### src/rtl/rpm_pkg.sv
package rpm_pkg;
  typedef enum logic [1:0] {
    PM_RUN   = 2'd0,
    PM_IDLE  = 2'd1,
    PM_WAKE  = 2'd2,
    PM_PDOWN = 2'd3
  } pm_state_t;
endpackage

### src/rtl/rpm_rst_qual.sv
module rpm_rst_qual #(
  parameter int QUAL_MC = 2
) (
  input  logic clk,
  input  logic por_n,
  input  logic rst_pin,
  input  logic tick,
  output logic rst_q
);
  localparam int CW = (QUAL_MC > 1) ? $clog2(QUAL_MC) : 1;
  localparam logic [CW-1:0] LAST = CW'(QUAL_MC - 1);

  logic [CW-1:0] cnt;

  always_ff @(posedge clk or negedge por_n) begin
    if (!por_n) begin
      cnt   <= '0;
      rst_q <= 1'b0;
    end else if (!rst_pin) begin
      cnt   <= '0;
      rst_q <= 1'b0;
    end else if (tick && !rst_q) begin
      if (cnt == LAST) begin
        cnt   <= '0;
        rst_q <= 1'b1;
      end else begin
        cnt <= cnt + 1'b1;
      end
    end
  end

  assert_rise_needs_pin_R1: assert property (@(posedge clk) disable iff (!por_n)
    $rose(rst_q) |-> $past(rst_pin));
  assert_low_pin_clears_R1: assert property (@(posedge clk) disable iff (!por_n)
    !rst_pin |=> !rst_q);
endmodule

### src/rtl/rpm_mode_fsm.sv
module rpm_mode_fsm
  import rpm_pkg::*;
(
  input  logic      clk,
  input  logic      por_n,
  input  logic      rst_pin,
  input  logic      rst_q,
  input  logic      idle_req,
  input  logic      pd_req,
  input  logic      irq_pending,
  output pm_state_t state
);
  pm_state_t nxt;

  always_comb begin
    nxt = state;
    if (rst_q) begin
      nxt = PM_RUN;
    end else begin
      unique case (state)
        PM_RUN: begin
          if (pd_req)        nxt = PM_PDOWN;
          else if (idle_req) nxt = PM_IDLE;
        end
        PM_IDLE: begin
          if (rst_pin)          nxt = PM_WAKE;
          else if (irq_pending) nxt = PM_RUN;
        end
        PM_WAKE: begin
          if (!rst_pin) nxt = PM_IDLE;
        end
        PM_PDOWN: nxt = PM_PDOWN;
        default:  nxt = PM_RUN;
      endcase
    end
  end

  always_ff @(posedge clk or negedge por_n) begin
    if (!por_n) state <= PM_RUN;
    else        state <= nxt;
  end

  assert_pd_sticky_R6: assert property (@(posedge clk) disable iff (!por_n)
    (state == PM_PDOWN && !rst_q) |=> state == PM_PDOWN);
  assert_wake_from_idle_R7: assert property (@(posedge clk) disable iff (!por_n)
    $changed(state) && state == PM_WAKE |-> $past(state) == PM_IDLE);
endmodule

### src/rtl/rpm_clk_ctl.sv
module rpm_clk_ctl
  import rpm_pkg::*;
(
  input  pm_state_t state,
  output logic      cpu_en,
  output logic      per_en,
  output logic      osc_on,
  output logic      ram_inh
);
  always_comb begin
    cpu_en  = (state == PM_RUN) || (state == PM_WAKE);
    per_en  = (state != PM_PDOWN);
    osc_on  = (state != PM_PDOWN);
    ram_inh = (state == PM_WAKE);
  end
endmodule

### src/rtl/rpm_ctrl.sv
module rpm_ctrl
  import rpm_pkg::*;
#(
  parameter int QUAL_MC = 2
) (
  input  logic clk,
  input  logic por_n,
  input  logic rst_pin,
  input  logic mc_tick,
  input  logic ref_tick,
  input  logic idle_req,
  input  logic pd_req,
  input  logic irq_pending,
  output logic cpu_clk_en,
  output logic per_clk_en,
  output logic osc_en,
  output logic core_rst,
  output logic ram_wr_inhibit
);
  pm_state_t state;
  logic      qual_tick;

  // while the oscillator is stopped, the reset filter counts reference ticks
  assign qual_tick = osc_en ? mc_tick : ref_tick;

  rpm_rst_qual #(.QUAL_MC(QUAL_MC)) u_qual (
    .clk     (clk),
    .por_n   (por_n),
    .rst_pin (rst_pin),
    .tick    (qual_tick),
    .rst_q   (core_rst)
  );

  rpm_mode_fsm u_fsm (
    .clk         (clk),
    .por_n       (por_n),
    .rst_pin     (rst_pin),
    .rst_q       (core_rst),
    .idle_req    (idle_req),
    .pd_req      (pd_req),
    .irq_pending (irq_pending),
    .state       (state)
  );

  rpm_clk_ctl u_clk (
    .state   (state),
    .cpu_en  (cpu_clk_en),
    .per_en  (per_clk_en),
    .osc_on  (osc_en),
    .ram_inh (ram_wr_inhibit)
  );

  assert_pd_all_off_R4: assert property (@(posedge clk) disable iff (!por_n)
    !osc_en |-> (!cpu_clk_en && !per_clk_en));
  assert_inhibit_runs_cpu_R7: assert property (@(posedge clk) disable iff (!por_n)
    ram_wr_inhibit |-> cpu_clk_en);
  assert_idle_entry_R3: assert property (@(posedge clk) disable iff (!por_n)
    (cpu_clk_en && !ram_wr_inhibit && !core_rst && idle_req && !pd_req)
      |=> (!cpu_clk_en && per_clk_en));
  assert_irq_no_wake_pd_R6: assert property (@(posedge clk) disable iff (!por_n)
    (!osc_en && !core_rst) |=> !osc_en);
endmodule

### config.mk
export PLATFORM = sky130hd
export DESIGN_NAME = rpm_ctrl
export DESIGN_NICKNAME = d
export VERILOG_FILES = /design/src/rtl/rpm_pkg.sv /design/src/rtl/rpm_rst_qual.sv /design/src/rtl/rpm_mode_fsm.sv /design/src/rtl/rpm_clk_ctl.sv /design/src/rtl/rpm_ctrl.sv
export SDC_FILE = /design/constraint.sdc
export NUM_CORES = 1
export LEC_CHECK = 0
export ABC_AREA = 1
export ABC_CLOCK_PERIOD_IN_PS = 1100
export CORE_AREA = 5 5 42 44
export CTS_CLUSTER_DIAMETER = 150
export DETAILED_ROUTE_END_ITERATION = 6
export DIE_AREA = 0 0 47 49
export PLACE_DENSITY = 0.56
export SYNTH_ARGS = -nofsm -noshare
export SYNTH_HDL_FRONTEND = slang
export SYNTH_SLANG_ARGS = --single-unit
export TNS_END_PERCENT = 10
### constraint.sdc
create_clock -name clk -period 1.1 [get_ports clk]
set_clock_uncertainty 0.1 [all_clocks]
set_input_delay 0.33 -clock clk [delete_from_list [all_inputs] [get_ports clk]]
set_output_delay 0.33 -clock clk [all_outputs]
set_load 0.01 [all_outputs]
---- Yosys cells after proc, flatten, opt, wreduce, memory -nomap -nowiden ----
Index checks and enable logic that the tools add are counted.
W data, S select, Z words.
word-level totals
  register bits after elaboration ......... 4
  word-level logic and storage cells ...... 33
  output and inout port bits .............. 5
cells by class
  reduce and logical (&&, ||, !) cells .... 6
  $add $sub $neg .......................... 1
  equal/unequal tests ..................... 9
  multiplexer cells ....................... 14
operators with widths
  cell                   count
  $mux W2                6
  $ne A4 B4 Y1 const B   2
  $pmux W2 S4            1
  $mux W1                7
  $eq A2 B2 Y1 const B   2
  $ne A2 B1 Y1 const B   2
  $ne A3 B2 Y1 const B   1
  $reduce_and A3 Y1      1
  $eq A2 B1 Y1 const B   1
  $logic_not A2 Y1       1
  $ne A2 B2 Y1 const B   1
  $reduce_and A2 Y1      1
  $add A1 B1 Y1 const B  1
  $logic_and A1 B1 Y1    1
  $logic_not A1 Y1       1
  $logic_or A1 B1 Y1     1

---- Logic depth before layout (Yosys ltp) ----
Gate-level depths: netlist of run 1.
  depth after elaboration ................. 5
  depth in mapped cells ................... 6
  depth with buffers taken out ............ 6

---- By module ----
Synthesis of run 1 repeated with hierarchy kept, for this count alone.
unflattened totals
  cell total of the unflattened synthesis .. 37
  area, all modules ....................... 249.0 sq um
modules (own cells, without submodules)
  module        area an instance (sq um)  times used  cells an instance
  rpm_mode_fsm  120.1                     1           17
  rpm_rst_qual  88.8                      1           11
  rpm_clk_ctl   25.0                      1           5
  rpm_ctrl      15.0                      1           4

---- Least setup slack after synthesis of run 1 ----
OpenSTA, ideal clock, no wires.
  path kind ............................... reg2out
  start point ............................. register u_fsm.state[0]
  end point ............................... output port per_clk_en
  required time ........................... 0.670 ns
  path buffers ............................ 1
  cell stages (with the launch flop) ...... 3
  setup slack ............................. 0.008 ns
  data arrival time ....................... 0.662 ns
  cell sequence ........................... dfrtp_1 -> nand2_2 -> buf_4
between the ends
  word-level cells in the longest chain between the ends .. 1
ends and longest elaborated chain
  item                    line                source
  from (decl)             rpm_mode_fsm.sv:11  output pm_state_t state
  from (signal assigned)  rpm_mode_fsm.sv:40  else state <= nxt;
  $ne A2 B2 Y1            n/a
  to (decl)               rpm_ctrl.sv:15      output logic per_clk_en,
No other way between the ends.

---- Worst setup path in the final report of run 1 ----
  start point ............................. register u_fsm.state[0]
  end point ............................... output port ram_wr_inhibit
between the ends
  word-level cells in the longest chain between the ends .. 1
ends and longest elaborated chain
  item          line               source
  $eq A2 B2 Y1  rpm_clk_ctl.sv:14  ram_inh = (state == PM_WAKE);
  to (decl)     rpm_ctrl.sv:18     output logic ram_wr_inhibit
No other way between the ends.

==> qor.yml, run 1 <==
finalHoldViolations: 0
slew_viol_final: 0
cp-end-kind: "output pin"
dp.final_hpwl_um: 522
routed-via-count: 294
dieArea_um2: 2300
cts_sinks: 4
synthAdderAreaFrac: 0
num_rows: 14
syn_to_final_growth_pct: 92.9
tightestPinTransition_ns: 0.190
start_util: 0.176
critical_path.top_delay_family: "flip-flops"
cp-startpoint: "u_fsm.state[0]"
yosys.area_share.xor_xnor: 0
finalSetupViolations: 7
synth-simple-area-share: 0.396
nNetsFinal: 68
ctsLongestPathBuffers: 2
wl_per_cell_um: 9.31
globalplace.congestion: 0.675
fmax_ghz: 0.756
yosys-mux-area-fraction: 0
die_x_um: 47
layout_min_cycle_time_ns: 1.32
viasPerCell: 3.97
ant_nets: 0
ir_worst_vdd_uv: 954
cpPeakStageDelay_ns: 0.43
path_cells: "nor2_1 > buf_2"
layout.cells.most_common_list: "8 x nand2_1, 8 x buf_4, 5 x clkdlybuf4s50_1"
synth_cell_types: 12
post-route-period-util: 1.20
clock_latency_ns: 0.23
whs_ns: 0.205
grt_setup_unrepaired: "true"
min_path_type: "input pin to asynchronous set/reset pin"
r2r_end: "u_fsm.state[0]"
dp_slack_ns: -0.393
numCtsBuffers: 3
first_global_vias: 280
pwr-share-seq: 0.232
htreeDepth: 1
wl_um: 689
worst_setup_path_start_kind: "flip-flop"
n_antenna_cell: 0
stdcell_count: 74
synth.area.top_cells: "dfrtp_1 41%, nand2_1 14%, nand3_1 8.1%"
syn_area_per_cell_um2: 6.85
core_area_um2: 1400
drive_above_1_share: 0.431
worst-path-buf-inv: 1
synth_top_area_frac: 0.406
cts_tree: "yes"
combPwrFrac: 0.626
cts_root_buf: "clkbuf_4"
syn_area_um2: 246
gr-total-overflow: 0
clkPwrFrac: 0.142
worst_slack_ns: -0.224
cp_data_arrival_time_ns: 0.89
clk_pin_slew_ns: 0.04
p_switching_uw: 485
synth_area_leader_cell: "dfrtp_1"
die_y_um: 49
r2r_setup_slack_ns: -0.20
first_pass_iters: 2
route.detailed.drc: 0
syn-num-nets: 44
yosysWarnings: 0
cp_slowest_cell: "dfrtp_2"
synth-seq-cells: 4
p_int_uw: 743
synth_compound_area_frac: 0.0914
p_leak_nw: 0.244
swShare: 0.395
cp.required_ns: 0.67
maxCapViolations: 0
yosysSeqAreaShare: 0.406
cts_hold_buf: 0
numPortBuffers: 12
crit-reg2reg-launch: "u_fsm.state[1]"
ios: 13
rr_worst_depth: 7
grt_antenna_before_repair: 0
synth_top_family_by_area: "simple AND/OR/NAND/NOR gates"
grt_util_all_layers: 0.0707
drtIter0Drc: 2
grt_start_max_net_pins: 8
post-place-cells: 69
status: "finished, violations left"
total_power_mw: 1.23
violations: "negative setup slack"
postSynthCellCount: 36
pwr_density_cell_nw_per_um2: 2580
cp_max_fo: 5
grt_pass1_wl_um: 1150
crit_type: "flip-flop to output pin"
slew_headroom: 0.873
[worst max-delay path by stage]
stage               depth (start not counted)              to  slack, ns
floorplan                                   2      per_clk_en      0.008
detailed placement                          3  ram_wr_inhibit      -0.39
finish                                      2  ram_wr_inhibit      -0.22
CTS                                         2  ram_wr_inhibit      -0.24
global route                                2  ram_wr_inhibit      -0.29
global placement                            3  ram_wr_inhibit      -0.41
[power groups by stage]
| stage | logic (mW) | registers (mW) | clock network, mW |
|---|---|---|---|
| 2_1_floorplan | 0.301 | 0.291 | 0 |
| 3_3_place_gp | 0.639 | 0.277 | 0 |
| 3_5_place_dp | 0.642 | 0.279 | 0 |
| 4_1_cts | 0.652 | 0.280 | 0.185 |
| 5_1_grt | 0.853 | 0.294 | 0.197 |
| 6_report | 0.769 | 0.285 | 0.175 |
[state kept, by name, indices dropped and copies added (netlist names)]
| register | cells |
|---|---|
| u_qual.cnt | 1 |
| u_qual.rst_q | 1 |
| u_fsm.state | 2 |
[area by class of cell]
cell class	instances	area, um^2
tap	16	20.0
fill	160	926
inverter	5	22.5
multi-input combinational	26	138
clock buffer	3	22.5
sequential	4	101
timing repair buffer	20	171
[layer usage]
metal / part of all wire / GRT usage / vias up
li1: - / - / 161
met1: 0.45 / 0.0824 / 124
met2: 0.48 / 0.102 / 9
met3: 0.068 / 0.0332 / 0
met4: 0 / 0.0415 / 0
met5: 0 / 0 / -
[synth_stat cells (all sizes together)]
master  count
dfrtp       4
nand4       2
nand3       4
or2         1
a21oi       1
nor2        5
o21bai      1
buf         1
o21ai       2
inv         5
nand2      10
[cells by family (layout without fill, tap and decap cells)]
family	after synthesis	after routing
AOI/OAI and AO/OA	4	4
and+or+nand+nor	22	22
DFF	4	4
buffers and inverters	6	28
[what timing repair did]
| item | CTS | global route |
|---|---|---|
| pin swaps | 3 | 2 |
| setup buffers | 1 | 1 |
| setup endpoints to repair | 8 | 9 |
| gates resized for setup | 28 | 6 |
[metrics by stage]
step            util  setup TNS, ns  area, um^2
2_1_floorplan      -              0         246
3_3_place_gp   0.303          -2.88         424
3_5_place_dp   0.303          -2.93         424
4_1_cts        0.316          -1.13         443
5_1_grt        0.339          -1.65         475
6_report       0.339          -1.23         475
No activity file was read; power rests on OpenSTA's default activity.
==> run 2, diff against run 1 <==
--- a/config.mk
+++ b/config.mk
@@ -12,6 +12,7 @@
 export DETAILED_ROUTE_END_ITERATION = 6
 export DIE_AREA = 0 0 47 49
 export PLACE_DENSITY = 0.56
+export SETUP_SLACK_MARGIN = 0.1
 export SYNTH_ARGS = -nofsm -noshare
 export SYNTH_HDL_FRONTEND = slang
 export SYNTH_SLANG_ARGS = --single-unit
==> run 2 against run 1 <==
Compared with the run above: the flow still finishes with violations (negative setup slack); sequential share of layout area decreased by 1.7 points; combinational power rose by 19%; power up 13%; register-to-register slack barely moved; routed wire length grew 13%; die area is the same; clock-buffer cell count did not move; sequential power hardly changed; critical path depth grew 1; fmax decreased by 4.1%; critical endpoint unchanged.
==> qor.yml, run 2 (synthesis gave the netlist of run 1 again) <==
grt_util_all_layers: 0.0792  # +0.00849
regMostFlops: "u_fsm.state"
cp_data_arrival_time_ns: 0.95  # +0.06 ns
worst_slack_ns: -0.281  # -0.0571 ns
wl_um: 780  # +13%
routed-via-count: 317  # +7.8%
cts_sinks: 4  # unchanged
cp-end-kind: "output pin"
route.detailed.drc: 0  # unchanged
final_util: 0.369  # +0.0295
grt_antenna_before_repair: 0  # unchanged
dp.final_hpwl_um: 550  # +5.2%
reg_top3: "u_fsm.state: 2 flops, u_qual.cnt: 1 flops, u_qual.rst_q: 1 flops"
cts_root_buf: "clkbuf_4"
r2r_setup_slack_ns: -0.19  # about the same
viasPerCell: 4.17  # +5.0%
cp_max_fo: 4  # -1
slew_viol_final: 0  # unchanged
n_antenna_cell: 0  # unchanged
maxCapViolations: 0  # unchanged
nNetsFinal: 70  # +2.9%
wl_per_cell_um: 10.3  # +10%
crit_type: "flip-flop to output pin"
tightestPinTransition_ns: 0.210  # +0.0206 ns
total_power_mw: 1.39  # +13%
status: "finished, violations left"
drive_above_1_share: 0.467  # +0.0356
worst_setup_path_start_kind: "flip-flop"
rr_worst_depth: 7  # unchanged
cpPeakStageDelay_ns: 0.42  # about the same
clock_latency_ns: 0.24  # about the same
p_leak_nw: 0.257  # +5.4%
numPortBuffers: 12  # unchanged
layout.cells.most_common_list: "8 x nand2_1, 8 x buf_4, 7 x clkdlybuf4s50_1"
ant_nets: 0  # unchanged
path_cells: "buf_6 > nor2_4 > buf_6"
drtIter0Drc: 3  # +1
first_pass_iters: 4  # +2
critical_path.top_delay_family: "flip-flops"
finalSetupViolations: 9  # +2
syn_to_final_growth_pct: 110
grt_start_max_net_pins: 8  # unchanged
numCtsBuffers: 3  # unchanged
num_rows: 14  # unchanged
globalplace.congestion: 0.682  # +1.1%
post-route-period-util: 1.26  # +0.0519
clk_pin_slew_ns: 0.04  # about the same
worst-path-buf-inv: 2  # +1
finalHoldViolations: 0  # unchanged
start_util: 0.176  # unchanged
crit_top_cell: "buf_6"
layout_min_cycle_time_ns: 1.38  # +0.0571 ns
min_path_type: "input pin to asynchronous set/reset pin"
violations: "negative setup slack"
die_y_um: 49  # unchanged
cp_slowest_cell: "dfrtp_2"
dieArea_um2: 2300  # unchanged
htreeDepth: 1  # unchanged
die_x_um: 47  # unchanged
pwr_density_cell_nw_per_um2: 2690  # +3.9%
grt_setup_unrepaired: "true"
cts_tree: "yes"
core_area_um2: 1400  # unchanged
largest_reg_flops: 2  # unchanged
crit-reg2reg-launch: "u_fsm.state[0]"
cp.required_ns: 0.67  # about the same
ctsLongestPathBuffers: 2  # unchanged
gr-total-overflow: 0  # unchanged
slew_headroom: 0.860  # -0.0135
first_global_vias: 348  # +24%
ios: 13  # unchanged
fmax_ghz: 0.724  # -4.1%
cts_hold_buf: 0  # unchanged
grt_pass1_wl_um: 1340  # +16%
ir_worst_vdd_uv: 813  # -15%
r2r_end: "u_fsm.state[0]"
## run 2: changes by cell type in the layout (fill, tap and decap cells not counted), moves of 2 or more
cell / previous run / this run
clkdlybuf4s50_1: 5 / 7
nand3_1: 4 / 2
nand3_2: 0 / 2
dlygate4sd2_1: 2 / 0
buf_6: 3 / 6
## run 2: layout make-up
type | instances | area [um^2]
well taps | 16 | 20.0
clock buffers | 3 | 22.5
flip-flops and latches | 4 | 101
inverters | 5 | 18.8
multi-input cells | 26 | 151
repair buffers | 22 | 203
fillers | 158 | 885
## run 2: repair_timing
item	CTS	global route
buffers inserted	3	0
gates resized for setup	24	12
pin swaps	4	0
endpoints found under the setup margin	9	9
## run 2: power breakdown
group	switching (mW)	total (mW)	leakage, nW	internal, mW
sequential	0.0674	0.286	0.0486	0.218
clock	0.0621	0.184	0.0138	0.122
combinational	0.405	0.917	0.194	0.513
## run 2: worst register-to-register path: cells and delay by family, from the launching register on
kind                   cells  cell delay (ns)
and+or+nand+nor            3             0.21
AOI/OAI and AO/OA          1             0.06
buffers and inverters      3             0.37
DFF                        1             0.42
## run 2: how the worst max path moves through the flow
stage | start | to | cells past startpoint
detailed placement | u_fsm.state[1] | ram_wr_inhibit | 3
CTS | u_fsm.state[0] | ram_wr_inhibit | 3
floorplan | u_fsm.state[0] | per_clk_en | 2
finish | u_fsm.state[0] | ram_wr_inhibit | 3
global placement | rst_pin | u_fsm.state[0] | 4
global route | u_fsm.state[0] | ram_wr_inhibit | 3
## run 2: per-stage QoR
stage | hold slack (ns) | std cells | setup TNS (ns) | area, um^2 | setup slack, ns
global route | 0.195 | 76 | -1.94 | 517 | -0.327
global placement | 0.416 | 70 | -2.98 | 432 | -0.428
CTS | 0.190 | 76 | -1.74 | 487 | -0.324
floorplan | -0.0656 | 36 | 0 | 250 | 0.0180
detailed placement | 0.439 | 70 | -2.96 | 432 | -0.408
finish | 0.196 | 76 | -1.47 | 517 | -0.281
## run 2: routing by layer
| metal | routed length, um | up-vias | global-route usage | part of all wire |
|---|---|---|---|---|
| li1 | - | 163 | - | - |
| met1 | 317 | 143 | 0.0869 | 0.41 |
| met2 | 367 | 11 | 0.120 | 0.47 |
| met3 | 95 | 0 | 0.0517 | 0.12 |
| met4 | 0 | 0 | 0.0276 | 0 |
| met5 | 0 | - | 0 | 0 |
